### src/rtl/prs_pkg.sv
package prs_pkg;
  typedef enum logic [1:0] {
    PR_FREE = 2'd0,  // available
    PR_PEND = 2'd1,  // allocated, result not yet written
    PR_DONE = 2'd2,  // allocated, result valid
    PR_ARCH = 2'd3   // architectural copy of a logical register
  } pr_state_e;
endpackage

### src/rtl/prs_alloc.sv
module prs_alloc #(
  parameter int unsigned NUM_PHYS = 16,
  localparam int unsigned PW = $clog2(NUM_PHYS)
) (
  input  logic [NUM_PHYS-1:0] free_i,
  output logic                any_o,
  output logic [PW-1:0]       idx_o
);
  assign any_o = |free_i;

  // lowest index wins
  always_comb begin
    idx_o = '0;
    for (int k = NUM_PHYS - 1; k >= 0; k--) begin
      if (free_i[k]) idx_o = PW'(k);
    end
  end
endmodule

### src/rtl/prs_map_table.sv
module prs_map_table #(
  parameter int unsigned NUM_ARCH = 8,
  parameter int unsigned NUM_PHYS = 16,
  localparam int unsigned AW = $clog2(NUM_ARCH),
  localparam int unsigned PW = $clog2(NUM_PHYS)
) (
  input  logic          clk_i,
  input  logic          rst_ni,
  input  logic          wr_en_i,
  input  logic [AW-1:0] wr_arch_i,
  input  logic [PW-1:0] wr_phys_i,
  input  logic          rb_en_i,
  input  logic [AW-1:0] rb_arch_i,
  input  logic [PW-1:0] rb_from_i,
  input  logic [PW-1:0] rb_to_i,
  input  logic [AW-1:0] rd_a_arch_i,
  output logic [PW-1:0] rd_a_phys_o,
  input  logic [AW-1:0] rd_b_arch_i,
  output logic [PW-1:0] rd_b_phys_o
);
  logic [PW-1:0] map_arr [NUM_ARCH];

  for (genvar a = 0; a < NUM_ARCH; a++) begin : g_ent
    logic [PW-1:0] map_q;
    always_ff @(posedge clk_i or negedge rst_ni) begin
      if (!rst_ni) begin
        map_q <= PW'(a);
      end else if (wr_en_i && wr_arch_i == AW'(a)) begin
        map_q <= wr_phys_i;
      end else if (rb_en_i && rb_arch_i == AW'(a) && map_q == rb_from_i) begin
        // roll back only if no younger rename survives
        map_q <= rb_to_i;
      end
    end
    assign map_arr[a] = map_q;
  end

  assign rd_a_phys_o = map_arr[rd_a_arch_i];
  assign rd_b_phys_o = map_arr[rd_b_arch_i];
endmodule

### src/rtl/prs_state_table.sv
module prs_state_table
  import prs_pkg::*;
#(
  parameter int unsigned NUM_ARCH = 8,
  parameter int unsigned NUM_PHYS = 16,
  localparam int unsigned AW = $clog2(NUM_ARCH),
  localparam int unsigned PW = $clog2(NUM_PHYS)
) (
  input  logic                       clk_i,
  input  logic                       rst_ni,
  input  logic                       alloc_we_i,
  input  logic [PW-1:0]              alloc_idx_i,
  input  logic [AW-1:0]              alloc_arch_i,
  input  logic [PW-1:0]              alloc_prev_i,
  input  logic                       fin_valid_i,
  input  logic [PW-1:0]              fin_idx_i,
  input  logic                       cmt_valid_i,
  input  logic [PW-1:0]              cmt_idx_i,
  input  logic                       cncl_valid_i,
  input  logic [PW-1:0]              cncl_idx_i,
  output pr_state_e [NUM_PHYS-1:0]   state_o,
  output logic [NUM_PHYS-1:0]        free_o,
  output logic                       cncl_ok_o,
  output logic [AW-1:0]              cncl_arch_o,
  output logic [PW-1:0]              cncl_prev_o
);
  logic [AW-1:0] arch_arr [NUM_PHYS];
  logic [PW-1:0] prev_arr [NUM_PHYS];
  logic          fin_ok, cmt_ok, cncl_ok;
  logic [PW-1:0] rec_idx;

  assign cncl_ok = cncl_valid_i &&
                   (state_o[cncl_idx_i] == PR_PEND || state_o[cncl_idx_i] == PR_DONE);
  assign cmt_ok  = cmt_valid_i && state_o[cmt_idx_i] == PR_DONE &&
                   !(cncl_ok && cncl_idx_i == cmt_idx_i);
  assign fin_ok  = fin_valid_i && state_o[fin_idx_i] == PR_PEND &&
                   !(cncl_ok && cncl_idx_i == fin_idx_i);
  assign rec_idx = prev_arr[cmt_idx_i];

  for (genvar i = 0; i < NUM_PHYS; i++) begin : g_reg
    localparam pr_state_e RstSt = (i < NUM_ARCH) ? PR_ARCH : PR_FREE;
    pr_state_e     st_q;
    logic [AW-1:0] arch_q;
    logic [PW-1:0] prev_q;

    always_ff @(posedge clk_i or negedge rst_ni) begin
      if (!rst_ni) begin
        st_q   <= RstSt;
        arch_q <= '0;
        prev_q <= '0;
      end else if (cncl_ok && cncl_idx_i == PW'(i)) begin
        st_q <= PR_FREE;
      end else if (cmt_ok && cmt_idx_i == PW'(i)) begin
        st_q <= PR_ARCH;            // becomes architectural in place
      end else if (cmt_ok && rec_idx == PW'(i)) begin
        st_q <= PR_FREE;            // superseded architectural copy
      end else if (fin_ok && fin_idx_i == PW'(i)) begin
        st_q <= PR_DONE;
      end else if (alloc_we_i && alloc_idx_i == PW'(i)) begin
        st_q   <= PR_PEND;
        arch_q <= alloc_arch_i;
        prev_q <= alloc_prev_i;
      end
    end

    assign state_o[i]  = st_q;
    assign free_o[i]   = (st_q == PR_FREE);
    assign arch_arr[i] = arch_q;
    assign prev_arr[i] = prev_q;
  end

  assign cncl_ok_o   = cncl_ok;
  assign cncl_arch_o = arch_arr[cncl_idx_i];
  assign cncl_prev_o = prev_arr[cncl_idx_i];
endmodule

### src/rtl/phys_reg_tracker.sv
module phys_reg_tracker
  import prs_pkg::*;
#(
  parameter int unsigned NUM_ARCH = 8,
  parameter int unsigned NUM_PHYS = 16,
  localparam int unsigned AW = $clog2(NUM_ARCH),
  localparam int unsigned PW = $clog2(NUM_PHYS)
) (
  input  logic          clk_i,
  input  logic          rst_ni,
  input  logic          disp_valid_i,
  input  logic [AW-1:0] disp_arch_i,
  output logic          disp_ready_o,
  output logic [PW-1:0] disp_phys_o,
  input  logic          fin_valid_i,
  input  logic [PW-1:0] fin_phys_i,
  input  logic          cmt_valid_i,
  input  logic [PW-1:0] cmt_phys_i,
  input  logic          cncl_valid_i,
  input  logic [PW-1:0] cncl_phys_i,
  input  logic [AW-1:0] src_arch_i,
  output logic [PW-1:0] src_phys_o,
  output logic          src_ready_o
);
  pr_state_e [NUM_PHYS-1:0] state_q;
  logic [NUM_PHYS-1:0]      free_vec;
  logic                     any_free, disp_fire, cncl_ok;
  logic [PW-1:0]            alloc_idx, prev_phys, cncl_prev;
  logic [AW-1:0]            cncl_arch;

  prs_alloc #(.NUM_PHYS(NUM_PHYS)) u_alloc (
    .free_i (free_vec),
    .any_o  (any_free),
    .idx_o  (alloc_idx)
  );

  // a cancel walk owns the map for the cycle
  assign disp_ready_o = any_free & ~cncl_valid_i;
  assign disp_fire    = disp_valid_i & disp_ready_o;
  assign disp_phys_o  = alloc_idx;

  prs_map_table #(.NUM_ARCH(NUM_ARCH), .NUM_PHYS(NUM_PHYS)) u_map (
    .clk_i       (clk_i),
    .rst_ni      (rst_ni),
    .wr_en_i     (disp_fire),
    .wr_arch_i   (disp_arch_i),
    .wr_phys_i   (alloc_idx),
    .rb_en_i     (cncl_ok),
    .rb_arch_i   (cncl_arch),
    .rb_from_i   (cncl_phys_i),
    .rb_to_i     (cncl_prev),
    .rd_a_arch_i (src_arch_i),
    .rd_a_phys_o (src_phys_o),
    .rd_b_arch_i (disp_arch_i),
    .rd_b_phys_o (prev_phys)
  );

  prs_state_table #(.NUM_ARCH(NUM_ARCH), .NUM_PHYS(NUM_PHYS)) u_state (
    .clk_i        (clk_i),
    .rst_ni       (rst_ni),
    .alloc_we_i   (disp_fire),
    .alloc_idx_i  (alloc_idx),
    .alloc_arch_i (disp_arch_i),
    .alloc_prev_i (prev_phys),
    .fin_valid_i  (fin_valid_i),
    .fin_idx_i    (fin_phys_i),
    .cmt_valid_i  (cmt_valid_i),
    .cmt_idx_i    (cmt_phys_i),
    .cncl_valid_i (cncl_valid_i),
    .cncl_idx_i   (cncl_phys_i),
    .state_o      (state_q),
    .free_o       (free_vec),
    .cncl_ok_o    (cncl_ok),
    .cncl_arch_o  (cncl_arch),
    .cncl_prev_o  (cncl_prev)
  );

  assign src_ready_o = (state_q[src_phys_o] == PR_DONE) || (state_q[src_phys_o] == PR_ARCH);
endmodule

### config.mk
export PLATFORM = sky130hd
export DESIGN_NAME = phys_reg_tracker
export DESIGN_NICKNAME = d
export VERILOG_FILES = /design/src/rtl/prs_pkg.sv /design/src/rtl/prs_alloc.sv /design/src/rtl/prs_map_table.sv /design/src/rtl/prs_state_table.sv /design/src/rtl/phys_reg_tracker.sv
export SDC_FILE = /design/constraint.sdc
export NUM_CORES = 1
export LEC_CHECK = 0
export CAP_MARGIN = 5
export CORE_UTILIZATION = 35
export CTS_BUF_LIST = sky130_fd_sc_hd__clkbuf_2 sky130_fd_sc_hd__clkbuf_4 sky130_fd_sc_hd__clkbuf_8
export DETAILED_ROUTE_END_ITERATION = 16
export PLACE_DENSITY = 0.56
export SYNTH_ARGS = -nofsm -noshare
export SYNTH_HDL_FRONTEND = slang
export SYNTH_SLANG_ARGS = --single-unit
### constraint.sdc
create_clock -name clk_i -period 5 [get_ports clk_i]
set_input_delay 0.75 -clock clk_i [delete_from_list [all_inputs] [get_ports clk_i]]
set_output_delay 0.75 -clock clk_i [all_outputs]
set_load 0.01 [all_outputs]
==> results.toml, run 1 <==
[outcome]
outcome = "finished, final reports clean"

[sta]
drv_slew = 0
slew_headroom_pct = 41.7
fin_skew_ns = 0.0227
finalCritPeriodShare_pct = 89.4
setup_viol = 0
tightest_slew_ns = 0.870
hold_viol_final = 0
tns_ns = 0
rsz0062_at_grt = "no"
fmaxAchievable_ghz = 0.224
finalCriticalPeriod_ns = 4.47

[cells_and_area]
fin_cells = 1382
diodes = 0
final_layout_size_suffix_gt1_share_pct = 33.9
syn_to_final_growth_pct = 11.1
final_nets = 991

[pwr]
power_leakage_nw = 5.15
p_int_w = 0.00371
pwr-share-clk_pct = 16.2
power_switching_w = 0.00267
max-vdd-ir-drop_uv = 238
swShare_pct = 41.8
power_density_nw_per_um2 = 508
seqPwrFrac_pct = 41.5
comb_power_share_pct = 42.4

[place]
placed_cells = 1350
portBuffers = 33
hpwl_um = 25000
gp_congestion = 0.968

[grt]
grt_max_degree = 98
antenna_found_initial = 0
grt_usage_pct = 22.4
grt_pass1_wl_um = 55200
grt-ovfl-total = 0
grt_pass1_vias = 8611

[logic_synthesis]
ys_seq_area_share_pct = 39.3
postSynthNetCount = 967
avgSynthCellArea_um2 = 12.0
synth_warnings = 0
synth_edf_count = 0
synthCells = 943
synth_flop_cell = "dfrtp_1"
yosysUniqueCellTypes = 69
synth_area_um2 = 11300
synth_seq_cells = 176
async_flop_share_pct = 100

[clocking]
cts.sinks = 176
ctsResizeCount = 0
hold_buffers = 0
htreeDepth = 4
cts_tree = "built"
clk_latency_ns = 0.49
cts_setup_buffers = 0
clk_pin_slew_ns = 0.10
cts_buffer_depth = 2
cts_root_buf = "clkbuf_8"
numCtsBuffers = 17

[drt]
antenna_left = 0
wl_um = 35700
drc = 0
first_pass_iters = 6
drt_iter0_drc = 1180
vias = 8695
routedWlPerCell_um = 25.8
vias_per_cell = 6.29

[floorplanning]
ioPinCount = 34
rows = 65
dieArea_um2 = 33000
die_y_um = 182
core-area_um2 = 31600
die_w_um = 182
start_util_pct = 35.7

[critical_path]
crit_path_top_delay_cell = "clkdlybuf4s50_1"
max_stage_delay_ns = 0.78
crit_type = "in -> out"
cp_common_cell = "mux2i_1"
crit_required_ns = 4.25
start_kind = "input pin"
critPathCaptureType = "output port"
path_max_fanout = 12
critical_path.cell_chain = "clkdlybuf4s50_1 > mux4_2 > mux2i_1 > buf_4 > mux2i_1 > mux4_2 > mux2i_1 > clkdlybuf4s50_1"
crit_arrival_ns = 3.72

[flow_run]
max_cap_viol_count = 0

[min_path]
hold_path.class = "in -> async"
==> state kept, by name, summed over array words and instances (netlist names) <==
signal / flops
u_state.g.prev_q: 64
u_state.g.arch_q: 48
u_map.g_ent.map_q: 32
u_state.g.st_q: 32
==> power by group through the flow <==
stage | clock, W | combinational, W | sequential (W)
floorplan | 0 | 0.00190 | 0.00231
global placement | 0 | 0.00265 | 0.00263
detailed placement | 0 | 0.00267 | 0.00263
CTS | 0.00106 | 0.00268 | 0.00260
global route | 0.00111 | 0.00289 | 0.00268
finish | 0.00103 | 0.00270 | 0.00264
==> cell families after synthesis <==
kind of cell,Yosys count,synth area share [%]
buffers and inverters,77,2.79
AND/OR/NAND/NOR,266,12.7
AO/OA/AOI/OAI,149,9.79
flip-flops,176,39.3
multiplexers,233,32.2
XOR/XNOR,42,3.26
==> through the flow <==
| step | area (um2) | setup WS (ns) | utilization (%) | total power [W] | hold WS [ns] |
|---|---|---|---|---|---|
| floorplan | 11300 | 1.14 | - | 0.00421 | 0.454 |
| global placement | 12100 | 0.494 | 38.3 | 0.00527 | 0.484 |
| detailed placement | 12100 | 0.485 | 38.3 | 0.00530 | 0.492 |
| CTS | 12600 | 0.481 | 39.7 | 0.00634 | 0.343 |
| global route | 12600 | 0.295 | 39.7 | 0.00668 | 0.368 |
| finish | 12600 | 0.528 | 39.7 | 0.00638 | 0.323 |
==> metal layers <==
| metal | track usage (%) | share of wire (%) | up-vias |
|---|---|---|---|
| li1 | - | - | 3663 |
| met1 | 31.6 | 44 | 4478 |
| met2 | 34.8 | 46 | 475 |
| met3 | 3.91 | 7.6 | 79 |
| met4 | 7.25 | 2.5 | 0 |
| met5 | 0 | 0 | - |
==> layout by cell type, fill, tap and decap left out, types with 9 or more instances in the layout <==
master	synthesis	routed
a21oi_1	19	19
mux2i_1	27	27
o21ai_0	21	21
o22ai_1	15	15
and3_1	16	16
clkbuf_8	0	17
dfstp_2	28	28
mux4_2	93	93
nand2b_1	11	11
mux2_2	110	110
a22oi_1	10	10
nand2_1	61	61
nor2b_1	15	15
and2_1	15	15
nand4_1	13	13
xnor2_1	34	34
a221o_1	15	15
or2_2	9	9
nor2_1	60	60
nand3_1	20	20
o211ai_1	9	9
clkdlybuf4s50_1	0	28
a211oi_1	9	9
inv_1	17	17
buf_4	4	31
dfrtp_1	148	148
==> critical path: cells and delay by family <==
| family | cells | cell delay, ns |
|---|---|---|
| buf+inv | 3 | 1.55 |
| mux | 5 | 1.41 |
==> area by class of cell <==
type	instances	area, um2
repair buffers	65	579
multi-input cells	690	6540
well taps	402	503
clock buffers	17	234
clock inverters	15	191
flip-flops and latches	176	4440
inverters	17	63.8
fillers	2983	19100
==> cell usage after synthesis (all sizes together), types with 20 or more instances <==
cell type | n | area, um2
buf | 21 | 105
dfstp | 28 | 736
o21ai | 22 | 110
mux2i | 27 | 270
nand3 | 20 | 100
clkbuf | 39 | 146
mux4 | 93 | 2090
xnor2 | 34 | 298
dfrtp | 148 | 3700
nand2 | 61 | 229
a21oi | 20 | 104
mux2 | 113 | 1270
nor2 | 64 | 260
==> worst paths after layout <==
kind,startpoint,to,cells past startpoint,slack (ns)
max in group asynchronous,rst_ni,u_state.g_reg[9].arch_q[1],2,3.72
hold / removal,rst_ni,u_state.g_reg[15].st_q[0],1,0.32
setup / recovery,src_arch_i[0],src_ready_o,8,0.53
setup reg to reg,u_state.g_reg[11].st_q[1],u_state.g_reg[12].prev_q[2],9,1.48
hold reg to reg,u_state.g_reg[5].arch_q[0],u_state.g_reg[5].arch_q[0],1,0.51
min in group clk_i,u_state.g_reg[5].arch_q[0],u_state.g_reg[5].arch_q[0],1,0.51
No activity file was read; power rests on OpenSTA's default activity.
==> inputs of run 2 (changes only) <==
CTS_CLUSTER_SIZE = 8   (was unset)
==> results of run 2 <==
Final layout, timing and power as in run 1 (identical DEF).
==> inputs of run 3 (changes only) <==
clock period = 4.9 ns   (was 5 ns; I/O delays follow)
==> run 3 against run 2 <==
  * Cell area fell by 0.11%
  * Global-route usage about the same
  * Die area did not move
  * Utilization about the same
  * Register-to-register slack got worse by 0.22 ns
  * Combinational power increased by 3%
  * Clock power increased by 11%
  * Count of clock-buffer cells in the layout did not move
  * Critical path depth is 2 lower
  * First-iteration DRC count shrank 10%
  * Via count is 0.82% lower
  * Worst hold slack improved by 0.0045 ns
==> results.toml, run 3 (synthesis results as in run 1) <==
[outcome]
outcome = "finished, final reports clean"

[drt]
first_pass_iters = 5
wl_um = 35500
vias_per_cell = 6.26
vias = 8624
drt_iter0_drc = 1062
antenna_left = 0
routedWlPerCell_um = 25.8
drc = 0

[sta]
drv_slew = 0
setup_viol = 0
fmaxAchievable_ghz = 0.219
finalCritPeriodShare_pct = 93.1
fin_skew_ns = 0.0278
slew_headroom_pct = 30.6
rsz0062_at_grt = "no"
whs_ns = 0.327
finalCriticalPeriod_ns = 4.56
tightest_slew_ns = 1.04
hold_viol_final = 0
tns_ns = 0

[critical_path]
crit_type = "in -> out"
max_stage_delay_ns = 0.80
crit_path_top_delay_cell = "clkdlybuf4s50_1"
rrSetupSlack_ns = 1.26
crit_arrival_ns = 3.83
critical_path.cell_chain = "clkdlybuf4s50_1 > mux4_2 > mux2i_1 > mux4_2 > mux2i_1 > clkdlybuf4s50_1"
crit_required_ns = 4.16
start_kind = "input pin"
path_max_fanout = 8
critPathCaptureType = "output port"

[cells_and_area]
nFillCells = 3021
fin_cells = 1377
final_cell_mix = "dfrtp_1 (148), mux2_2 (110), mux4_2 (93)"
syn_to_final_growth_pct = 11.0
max_flop_register = "u_state.g.prev_q"
regArea_um2 = 4440
layout_commonest_cell = "dfrtp_1"
largest_reg_flops = 64
reg.largest.list = "u_state.g.prev_q (64), u_state.g.arch_q (48)"
multi_input_area_um2 = 6540
final_layout_size_suffix_gt1_share_pct = 33.5
final_nets = 985

[clocking]
cts_root_buf = "clkbuf_8"
cts_buffer_depth = 2
numCtsBuffers = 17
htreeDepth = 4
cts.sinks = 176
ctsResizeCount = 0
hold_buffers = 0
cts_tree = "built"
clk_pin_slew_ns = 0.12
cts_setup_buffers = 0
clk_latency_ns = 0.48

[floorplanning]
die_w_um = 182
ioPinCount = 34
dieArea_um2 = 33000
rows = 65
core-area_um2 = 31600
die_y_um = 182
start_util_pct = 35.7

[grt]
grt_pass1_vias = 8409
grt_usage_pct = 22.3
grt-ovfl-total = 0
grt_max_degree = 107
antenna_found_initial = 0
grt_pass1_wl_um = 54800

[place]
portBuffers = 33
hpwl_um = 24900
gp_congestion = 0.909
placed_cells = 1344

[pwr]
power_leakage_nw = 5.14
power_density_nw_per_um2 = 524
max-vdd-ir-drop_uv = 240

[flow_run]
max_cap_viol_count = 0

[min_path]
hold_path.class = "in -> async"
==> run 3: changes by cell type in the layout (fill, tap and decap cells not counted) <==
cell	before	now
buf_4	31	25
clkinvlp_4	1	0
clkinv_4	1	2
clkinv_8	7	5
bufinv_16	0	2
diode_2	0	1
==> run 3: report_power, final <==
part | internal, W | switching, W
combinational | 0.00135 | 0.00142
sequential | 0.00201 | 0.000639
clock | 0.000491 | 0.000652
==> run 3: per-stage QoR <==
stage,utilization [%],total power (W),instance area (um2),worst slack (ns)
after global routing,39.6,0.00688,12500,0.0683
after detailed placement,38.2,0.00538,12100,0.263
final,39.6,0.00657,12500,0.339
after floorplan,-,0.00429,11300,1.07
after CTS,39.6,0.00653,12500,0.259
after global placement,38.2,0.00536,12100,0.333
==> run 3: worst max-delay path, delay by kind of cell <==
family | cells | cell delay (ns)
buffers and inverters | 2 | 1.35
multiplexers | 4 | 1.74
==> run 3: path summary, 6_finish.rpt <==
check / startpoint / to / depth (start not counted)
hold reg to reg: u_state.g_reg[6].arch_q[1] / u_state.g_reg[6].arch_q[1] / 1
hold / removal: rst_ni / u_state.g_reg[9].st_q[1] / 1
setup reg to reg: u_state.g_reg[0].st_q[1] / u_state.g_reg[10].arch_q[0] / 6
setup / recovery: src_arch_i[0] / src_ready_o / 6
max in group asynchronous: rst_ni / u_state.g_reg[4].st_q[0] / 2
min in group clk_i: u_state.g_reg[6].arch_q[1] / u_state.g_reg[6].arch_q[1] / 1
==> run 3: final cells by class <==
class	count	share of cell area, %
clock inverter	15	1.76
clock buffer	17	1.87
multi-input combinational	690	52.2
inverter	17	0.509
sequential	176	35.4
antenna	1	0.0200
timing repair buffer	59	4.26
tap	402	4.01
==> run 3: routing by layer <==
metal	global-route usage [%]	wire length [um]
met1	32.2	15600
met2	34.3	16600
met3	3.81	2690
met4	6.68	684
met5	0	0
